--- config.mk ---
export PLATFORM = sky130hd
export DESIGN_NAME = idx_reg_port
export DESIGN_NICKNAME = d
export VERILOG_FILES = /design/src/rtl/idx_reg_port.sv
export SDC_FILE = /design/constraint.sdc
export NUM_CORES = 1
export LEC_CHECK = 0
export ABC_AREA = 1
export BUFFER_PORTS_ARGS = -buffer_cell sky130_fd_sc_hd__clkbuf_2
export CELL_PAD_IN_SITES_DETAIL_PLACEMENT = 1
export CELL_PAD_IN_SITES_GLOBAL_PLACEMENT = 1
export CORE_MARGIN = 2
export CORE_UTILIZATION = 26
export CTS_CLUSTER_DIAMETER = 80
export DETAILED_ROUTE_END_ITERATION = 7
export MAX_ROUTING_LAYER = met4
export PLACE_DENSITY_LB_ADDON = 0.1
export SLEW_MARGIN = 20
export SYNTH_ARGS = -nofsm -noshare
export SYNTH_HDL_FRONTEND = slang
export SYNTH_SLANG_ARGS = --single-unit
--- constraint.sdc ---
create_clock -name clk -period 1.35 [get_ports clk]
set_input_delay 0.0675 -clock clk [delete_from_list [all_inputs] [get_ports clk]]
set_output_delay 0.0675 -clock clk [all_outputs]
set_load 0.01 [all_outputs]
--- src/rtl/idx_reg_port.sv ---
module idx_reg_port #(
  parameter int HOST_W = 32,
  parameter int LIMIT  = 1024
) (
  input  logic              clk,
  input  logic              rst_n,
  input  logic              host_sel,
  input  logic              host_wr,
  input  logic [1:0]        host_reg,
  input  logic [HOST_W-1:0] host_wdata,
  output logic [HOST_W-1:0] host_rdata,
  output logic              host_rvalid,
  output logic [15:0]       reg_addr,
  output logic [7:0]        reg_wdata,
  output logic              reg_we,
  input  logic [7:0]        reg_rdata
);
  localparam logic [1:0] SEL_LO   = 2'd0;
  localparam logic [1:0] SEL_HI   = 2'd1;
  localparam logic [1:0] SEL_CTL  = 2'd2;
  localparam logic [1:0] SEL_DATA = 2'd3;

  logic [15:0] idx;
  logic        auto_inc;
  logic [7:0]  rd_byte;

  wire data_acc = host_sel && (host_reg == SEL_DATA);
  wire in_range = (32'(idx) < LIMIT);

  assign reg_addr  = idx;
  assign reg_wdata = host_wdata[7:0];
  assign reg_we    = data_acc && host_wr && in_range;

  always_comb begin
    case (host_reg)
      SEL_LO:  rd_byte = idx[7:0];
      SEL_HI:  rd_byte = idx[15:8];
      SEL_CTL: rd_byte = {7'd0, auto_inc};
      default: rd_byte = in_range ? reg_rdata : 8'd0;
    endcase
  end

  always_ff @(posedge clk) begin
    if (!rst_n) begin
      idx         <= '0;
      auto_inc    <= 1'b0;
      host_rdata  <= '0;
      host_rvalid <= 1'b0;
    end else begin
      host_rvalid <= host_sel && !host_wr;
      if (host_sel && !host_wr)
        host_rdata <= {{(HOST_W-8){1'b0}}, rd_byte};
      if (host_sel && host_wr) begin
        case (host_reg)
          SEL_LO:  idx[7:0]  <= host_wdata[7:0];
          SEL_HI:  idx[15:8] <= host_wdata[7:0];
          SEL_CTL: auto_inc  <= host_wdata[0];
          default: ;
        endcase
      end
      if (data_acc && auto_inc)
        idx <= idx + 16'd1;
    end
  end
endmodule

# == Word level (Yosys, flattened, before mapping) ==
# Index checks and enable logic that the tools add are counted.
# totals
regBits,26
in_bits,46
output_inout_bits,58
word_cells,30
# classes
addsub,1
magnitude_cmp,1
n_eq_ne,3
mux,6
reduce_logical,14
# op_table
op,count
2-to-1 mux 16 bit,2
2-to-1 mux 8 bit,3
one-hot mux 8 bit (3 select lines),1
adder 16 x 1 -> 16 bit (second input constant),1
less-than comparator 16 x 11 -> 1 bit (second input constant),1
logical AND 1 bit,6
AND reduction 2 bit,3
nonzero test 2 bit,3
equality test 2 bit (second input constant),2
equality test 2 x 1 -> 1 bit (second input constant),1
zero test 2 bit,1
zero test 1 bit,1

# == Depth between registers and ports, before layout ==
# Gate-level depths: netlist of run 1.
# depth
word_depth,5
mapped_depth,9
mapped_depth_nobuf,9

# == Worst setup path before layout of run 1 ==
# OpenSTA, ideal clock, no wires.
# synth_timing
path_kind,flip-flop to flip-flop
startpoint,"register idx[1], in the netlist reg_addr[1]"
endpoint,"register idx[6], in the netlist reg_addr[6]"
setup_time_ns,0.070
arrival_ns,1.323
required_time_ns,1.280
path_slack_ns,-0.043
path_stages_with_launch,7
n_path_buf,0
synth_period_minus_slack_ns,1.393
path_cell_list,dfxtp_1 > ha_1 > nand3_2 > nor2_2 > xor2_1 > nand2_1 > a21oi_1
# synth_via
elab_chain_cells,2
# synth_rtl
element,line,text
"start, declared",23,logic [15:0] idx;
"start signal, assigned",55,SEL_LO: idx[7:0] <= host_wdata[7:0];
"start signal, assigned",62,idx <= idx + 16'd1;
adder 16 x 1 -> 16 bit,62,
2-to-1 mux 16 bit,61,if (data_acc && auto_inc)
# Every way passes these cells.
# A chain may end at the register's enable or synchronous reset.

# == Worst setup path after layout of run 1 ==
# layout_timing
startpoint,"register idx[1], in the netlist reg_addr[1]"
endpoint,"register idx[10], in the netlist reg_addr[10]"
# Same word-level chain as after synthesis.

==> reports/qor.yml, run 1 <==
outcome: "finished clean"
cts-buffers-inserted: 3
min_period_over_period_pct: 96.2
hold_viol_final: 0
timing.setup.tns_ns: 0
synth-main-ff-cell: "dfxtp_1"
p_per_area_mw_per_mm2: 757
synth_cell_types: 29
start_util_pct: 26.7
clock-sinks: 26
cp.required_ns: 1.55
area_delta_synth_final_pct: 30.4
preCtsSetupSlack_ns: -0.0575
endpoint_kind: "flip-flop"
dieArea_mm2: 0.00817
peakVddDrop_mv: 0.488
route.met3.wl_um: 261
grt_pass1_wl_um: 11100
wl_met1_um: 3330
rows: 31
drt_wl_total_um: 6930
hold_class: "input port to flip-flop"
start_kind: "flip-flop"
synth-edff-count: 0
netlist_instances: 308
syn_area_mm2: 0.00194
wire_per_inst_um: 14.4
p_leak_nw: 1.23
drc: 0
reg2reg_from: "reg_addr[1]$_SDFFE_PN0P_"
overflow: 0
final-setup-viol-count: 0
wl_met2_um: 3240
highest_layer: "met4"
vias_per_cell: 4.54
yosys_register_bits: 26
cts_max_level: 1
drive_above_1_share_pct: 30.7
ant_nets: 0
yosysTopAreaCellShare_pct: 26.8
vias: 2179
path_class: "flip-flop to flip-flop"
gp_congestion: 0.811
async_reset_ff_share_pct: 0
avgSynthCellArea_um2: 6.30
core_area_mm2: 0.00725
clk_pin_slew_ns: 0.12
boundaryPins: 104
cap_violations: 0
crit_path_start: "reg_addr[1]$_SDFFE_PN0P_"
hpwl_um: 5350
die_h_um: 90.4
slew_viol_final: 0
nets: 429
synth_warnings: 0
ys_seq_area_share_pct: 26.8
setup_ws_ns: 0.0509
rsz0062_at_grt: "true"
grt_start_max_net_pins: 22
fmax_mhz: 770
final_common_cell: "nand2_1"
dieWidth_um: 90.4
synth.largest_area_cell: "dfxtp_1"
final_cells: 480
cts-root-buf: "clkbuf_8"
fin_crit_ns: 1.30
synth_area_leaders: "dfxtp_1 (27%), buf_4 (12%), nand2_1 (12%), nand3_1 (8.3%), inv_1 (7.7%)"
cp.arrival_ns: 1.50
antenna_found_initial: 0
cts_tree: "done"
fin_worst_skew_ns: 0.0163
layout_common_cells: "nand2_1 (62), clkbuf_2 (55), inv_1 (40), nand3_1 (31), nor2_1 (28)"
relSlewSlack_pct: 65.8
first_pass_iters: 4
cts_buffer_depth: 2
grt_pass1_vias: 2135
worst_slew_pin_slew_ns: 0.512
crit_fanout: 5
drtIter0Drc: 106
ctsHoldBuffers: 0
n_antenna_cell: 0
portBuffers: 55
dp.cells: 474
grt_usage_pct: 17.6
hp-start: "reg_rdata[2]"
clk_latency_ns: 0.29
-- worst paths after layout --
kind / to / slack [ns] / cells after the start
setup / recovery: reg_addr[10]$_SDFFE_PN0P_ / 0.05 / 7
hold / removal: host_rdata[2]$_SDFFE_PN0P_ / 0.02 / 3
setup reg to reg: reg_addr[10]$_SDFFE_PN0P_ / 0.05 / 7
hold reg to reg: host_rdata[0]$_SDFFE_PN0P_ / 0.48 / 2
-- report_power, final --
part / leakage [nW] / internal, W / switching (W)
clock: 0.0357 / 0.000398 / 0.000297
sequential: 0.216 / 0.000798 / 0.0000273
combinational: 0.975 / 0.000154 / 0.000240
total: 1.23 / 0.00135 / 0.000564
-- flip-flops by register name (all words and copies together) (netlist names) --
| register | cells |
|---|---|
| host_rdata | 8 |
| auto_inc | 1 |
| reg_addr | 16 |
| host_rvalid | 1 |
-- routing by layer --
layer / global-route usage (%) / vias to the layer above
met5: - / -
met4: 3.33 / 0
met3: 2.42 / 4
met2: 28.1 / 53
met1: 23.9 / 1037
li1: - / 1085
-- layout make-up --
cell class / instances / area, µm²
fillers: 992 / 4720
multi-input cells: 225 / 1130
flip-flops and latches: 26 / 534
repair buffers: 82 / 503
inverters: 44 / 165
well taps: 99 / 124
clock buffers: 3 / 41.3
clock inverters: 1 / 30.0
-- repair_timing --
item	in CTS	in global routing
endpoints found under the setup margin	9	17
gates resized for setup	5	18
setup buffers	0	1
gates cloned	1	0
hold endpoints to repair	0	0
pin swaps	1	8
-- critical path, cell delays in order, from the launching register on --
cell and delay [ns]:
dfxtp_2 0.37, ha_4 0.15, nand3_4 0.12, nor2_4 0.20, nand3_1 0.10, nand2_1 0.07, nand3_1 0.07, a21oi_1 0.12
-- cells in the mapped netlist, drive strengths merged, types with 2 or more instances --
| library cell | number |
|---|---|
| o211ai | 2 |
| a21oi | 21 |
| xor2 | 2 |
| buf | 37 |
| a31oi | 6 |
| nand3 | 34 |
| o21bai | 2 |
| nor2 | 34 |
| nor3 | 3 |
| nand4 | 4 |
| nand2 | 66 |
| inv | 44 |
| o21ai | 22 |
| dfxtp | 26 |
-- through the flow --
step / hold slack, ns / instance area [µm²] / power, W / util [%]
detailed placement: 0.341 / 2360 / 0.00121 / 32.6
floorplan: 0.227 / 2030 / 0.00110 / -
finish: 0.0224 / 2530 / 0.00191 / 34.9
CTS: 0.0241 / 2450 / 0.00191 / 33.8
global route: 0.0334 / 2530 / 0.00202 / 34.9
global placement: 0.334 / 2360 / 0.00121 / 32.6
-- logic make-up (layout without fill, tap and decap cells) --
group / Yosys count / count (layout) / share of synthesized area [%]
other cells: 1 / 24 / 0.193
compound gates: 54 / 54 / 15.0
simple gates: 142 / 143 / 33.2
flops: 26 / 26 / 26.8
fa+ha+maj: 1 / 1 / 0.645
xor+xnor: 3 / 3 / 1.36
buf+inv: 81 / 130 / 22.8
No activity file was read; power rests on OpenSTA's default activity.
==> run 2: changes to the inputs <==
--- a/config.mk
+++ b/config.mk
@@ -10,7 +10,7 @@
 export CELL_PAD_IN_SITES_DETAIL_PLACEMENT = 1
 export CELL_PAD_IN_SITES_GLOBAL_PLACEMENT = 1
 export CORE_MARGIN = 2
-export CORE_UTILIZATION = 26
+export CORE_UTILIZATION = 29
 export CTS_CLUSTER_DIAMETER = 80
 export DETAILED_ROUTE_END_ITERATION = 7
 export MAX_ROUTING_LAYER = met4
==> constraint.sdc (replaced) <==
create_clock -name clk -period 1.3 [get_ports clk]
set_input_delay 0.065 -clock clk [delete_from_list [all_inputs] [get_ports clk]]
set_output_delay 0.065 -clock clk [all_outputs]
set_load 0.01 [all_outputs]
==> reports/qor.yml, run 2 (synthesis results as in run 1) <==
outcome: "finished clean"
grt_pass1_wl_um: 10800
hold_viol_final: 0
cp.arrival_ns: 1.48
vias: 2209
fin_worst_skew_ns: 0.00425
vias_per_cell: 4.76
final_common_cell: "nand2_1"
switching_share_pct: 29.9
dieArea_mm2: 0.00736
start_util_pct: 30.2
ant_nets: 0
multi_input_area_mm2: 0.00117
die_h_um: 85.8
sequentialPowerShare_pct: 43.1
peakVddDrop_mv: 0.383
dieWidth_um: 85.8
endpoint_kind: "flip-flop"
cts_buffer_depth: 2
grt_usage_pct: 19.5
layout_common_cells: "nand2_1 (60), clkbuf_2 (55), inv_1 (40), buf_4 (29), nand3_1 (27)"
postPlaceCellArea_mm2: 0.00236
fin_crit_ns: 1.26
clock-sinks: 26
fillers: 873
fin_hold_ws_ns: 0.0169
min_period_over_period_pct: 97.1
cts_tree: "done"
path_class: "flip-flop to flip-flop"
preCtsSetupSlack_ns: -0.0469
hpwl_um: 5290
final-setup-viol-count: 0
portBuffers: 55
boundaryPins: 104
area_delta_synth_final_pct: 34.3
fmax_mhz: 793
cts_max_level: 1
p_clk_share_pct: 36.5
setup_ws_ns: 0.0382
drive_above_1_share_pct: 34.4
finalInstanceArea_mm2: 0.00261
grt_pass1_vias: 2115
antenna_found_initial: 0
clk_latency_ns: 0.29
n_antenna_cell: 0
cp.required_ns: 1.52
cap_violations: 0
p_int_w: 0.00139
first_pass_iters: 6
cts-buffers-inserted: 3
slew_viol_final: 0
drc: 0
ctsHoldBuffers: 0
rows: 29
power.switching_w: 0.000593
clk_pin_slew_ns: 0.11
crit_fanout: 5
start_kind: "flip-flop"
cts-root-buf: "clkbuf_8"
rsz0062_at_grt: "true"
drtIter0Drc: 85
wire_per_inst_um: 15.2
p_per_area_mw_per_mm2: 762
overflow: 0
hold_class: "input port to flip-flop"
seq_area_um2: 537
largest_register_ffs: 16
grt_start_max_net_pins: 22
nets: 435
drt_wl_total_um: 7040
p_comb_share_pct: 20.4
core_area_mm2: 0.00642
gp_congestion: 0.829
p_leak_nw: 1.27
==> run 2: cell types whose count changed in the layout (fill, tap and decap cells not counted), sizes merged <==
cell    delta
buf        +5
clkbuf     +1
==> run 2: final timing paths <==
check / start / endpoint / slack [ns] / depth (start not counted)
setup reg to reg: reg_addr[0]$_SDFFE_PN0P_ / reg_addr[12]$_SDFFE_PN0P_ / 0.04 / 7
hold / removal: reg_rdata[4] / host_rdata[4]$_SDFFE_PN0P_ / 0.02 / 3
setup / recovery: reg_addr[0]$_SDFFE_PN0P_ / reg_addr[12]$_SDFFE_PN0P_ / 0.04 / 7
hold reg to reg: host_rdata[0]$_SDFFE_PN0P_ / host_rdata[0]$_SDFFE_PN0P_ / 0.48 / 2
==> run 2: worst max-delay path: stages, from the launching register on <==
cell	delay [ns]
dfxtp_4	0.39
ha_4	0.15
nand3_4	0.11
nor2_4	0.20
nand3_1	0.09
nand2_1	0.06
nand3_1	0.06
a21oi_1	0.13
==> run 2: layout make-up <==
type	instances	area share, %
inverter	44	6.44
clock inverter	1	1.15
timing repair buffer	88	21.5
tap	77	3.70
multi-input combinational	225	45.0
sequential	26	20.6
clock buffer	3	1.59
==> run 2: power groups by stage <==
stage | clock, W | combinational (W) | sequential (W)
after floorplan | 0 | 0.000249 | 0.000890
after global placement | 0 | 0.000383 | 0.000872
after detailed placement | 0 | 0.000388 | 0.000873
after CTS | 0.000750 | 0.000393 | 0.000857
after global routing | 0.000769 | 0.000451 | 0.000860
final | 0.000725 | 0.000404 | 0.000855
==> run 2: stage by stage <==
step | instances | power [W] | TNS (ns) | utilization [%]
final | 464 | 0.00198 | 0 | 40.6
after global routing | 464 | 0.00208 | -0.328 | 40.6
after CTS | 461 | 0.00200 | 0 | 38.6
after detailed placement | 455 | 0.00126 | -0.336 | 36.7
after global placement | 455 | 0.00125 | -0.0603 | 36.7
after floorplan | 331 | 0.00114 | 0 | -
==> run 2: repair_timing <==
action,in CTS,in global routing
resized for setup,10,27
gates cloned,1,2
setup buffers,1,1
pin swaps,1,5
endpoints found under the hold margin,0,0
endpoints found under the setup margin,14,22
==> run 2: metal layers <==
metal | up-vias | wire (µm) | track usage, %
li1 | 1099 | - | -
met1 | 1048 | 3320 | 25.6
met2 | 58 | 3400 | 32.6
met3 | 4 | 264 | 2.31
met4 | 0 | 51 | 3.46
met5 | - | 0 | -
==> run 3: changes to the inputs <==
--- a/config.mk
+++ b/config.mk
@@ -9,7 +9,7 @@
 export BUFFER_PORTS_ARGS = -buffer_cell sky130_fd_sc_hd__clkbuf_2
 export CELL_PAD_IN_SITES_DETAIL_PLACEMENT = 1
 export CELL_PAD_IN_SITES_GLOBAL_PLACEMENT = 1
-export CORE_MARGIN = 2
+export CORE_MARGIN = 1.5
 export CORE_UTILIZATION = 29
 export CTS_CLUSTER_DIAMETER = 80
 export DETAILED_ROUTE_END_ITERATION = 7
==> reports/qor.yml, run 3 (synthesis results as in run 1) <==
cts_tree: "done"
antenna_found_initial: 0
path_delay_family: "buffers and inverters"
timing.setup.tns_ns: 0
cpPeakStageDelay_ns: 0.39
start_kind: "flip-flop"
first_pass_iters: 6
dieWidth_um: 84.8
drtIter0Drc: 84
final_cells: 467
crit_top_cell: "buf_6"
hold_class: "input port to flip-flop"
final-setup-viol-count: 0
endpoint_kind: "flip-flop"
cts-buffers-inserted: 3
grt_pass1_vias: 2132
overflow: 0
largest_register_ffs: 16
power_w: 0.00197
layout_common_cells: "nand2_1 (61), clkbuf_2 (54), inv_1 (40), buf_4 (31), nand3_1 (29)"
die_h_um: 84.8
violations: "design-rule violations"
peakVddDrop_mv: 0.370
n_antenna_cell: 0
grt_pass1_wl_um: 10600
slew_viol_final: 0
drt_wl_total_um: 6960
multi_input_area_mm2: 0.00116
cts_buffer_depth: 2
final_common_cell: "nand2_1"
vias_per_cell: 4.69
drive_above_1_share_pct: 34.6
p_per_area_mw_per_mm2: 749
rows: 29
portBuffers: 55
fmax_mhz: 787
worstPathBufferInverterCount: 4
cap_violations: 0
cts-root-buf: "clkbuf_8"
core_area_mm2: 0.00642
cts_max_level: 1
fin_hold_ws_ns: 0.0244
area_delta_synth_final_pct: 35.7
nets: 438
gp_congestion: 0.823
grt_usage_pct: 19.6
dieArea_mm2: 0.00719
p_leak_nw: 1.29
start_util_pct: 30.2
vias: 2192
hold_viol_final: 0
crit_slowest_cell: "dfxtp_4"
fin_crit_ns: 1.27
clk_latency_ns: 0.28
hpwl_um: 5210
wire_per_inst_um: 14.9
rsz0062_at_grt: "true"
drc: 8
clk_pin_slew_ns: 0.10
crit_chain: "inv_2 > nor3_4 > buf_6 > buf_6 > clkbuf_16 > nand3_1 > a21oi_2"
fillers: 873
clock-sinks: 26
boundaryPins: 104
outcome: "finished with violations"
ant_nets: 0
cp.arrival_ns: 1.49
seq_area_um2: 537
crit_fanout: 10
fin_worst_skew_ns: 0.00395
cp.required_ns: 1.52
min_period_over_period_pct: 97.7
grt_start_max_net_pins: 22
path_class: "flip-flop to flip-flop"
dp.cells: 457
-- run 3: changes by cell type in the layout (fill, tap and decap cells not counted), sizes merged --
cell  before  now
buf       32   35
-- run 3: worst paths after layout --
| path | start | end | slack [ns] | depth (start not counted) |
|---|---|---|---|---|
| min reg2reg | host_rdata[0]$_SDFFE_PN0P_ | host_rdata[0]$_SDFFE_PN0P_ | 0.48 | 2 |
| min | reg_rdata[2] | host_rdata[2]$_SDFFE_PN0P_ | 0.02 | 3 |
| max | auto_inc$_SDFFE_PN0P_ | reg_addr[15]$_SDFFE_PN0P_ | 0.03 | 7 |
| max reg2reg | auto_inc$_SDFFE_PN0P_ | reg_addr[15]$_SDFFE_PN0P_ | 0.03 | 7 |
-- run 3: timing repair --
item | in CTS | in global routing
hold buffers | 0 | 0
gates resized for setup | 11 | 25
endpoints found under the setup margin | 13 | 22
gates cloned | 1 | 2
buffers inserted | 0 | 3
endpoints found under the hold margin | 0 | 0
pin swaps | 4 | 3
-- run 3: cell type report --
class | count | share of cell area (%)
clock buffers | 3 | 1.57
clock inverters | 1 | 1.14
repair buffers | 91 | 22.8
flip-flops and latches | 26 | 20.4
multi-input cells | 225 | 44.1
inverters | 44 | 6.28
well taps | 77 | 3.66
-- run 3: worst min-delay path: stages --
cell	delay, ns
clkbuf_2	0.08
nand3_1	0.07
a31oi_1	0.06
-- run 3: power by group --
group	total, W	switching (W)	internal [W]
Clock	0.000713	0.000300	0.000413
Combinational	0.000403	0.000251	0.000152
Sequential	0.000855	0.0000283	0.000827
Total	0.00197	0.000579	0.00139
-- run 3: per-stage QoR --
stage	util [%]	instance area [µm²]	setup slack, ns
6_report	41.0	2630	0.0298
5_1_grt	41.0	2630	-0.0558
4_1_cts	38.7	2490	-0.00336
3_5_place_dp	36.9	2370	-0.0383
3_3_place_gp	36.9	2370	-0.0189
2_1_floorplan	-	2030	0.0119
-- run 3: layer usage --
| metal | part of all wire, % | global-route usage, % |
|---|---|---|
| met5 | 0 | - |
| met2 | 48 | 33.0 |
| met4 | 0.99 | 4.02 |
| met1 | 48 | 25.8 |
| met3 | 3.1 | 1.57 |
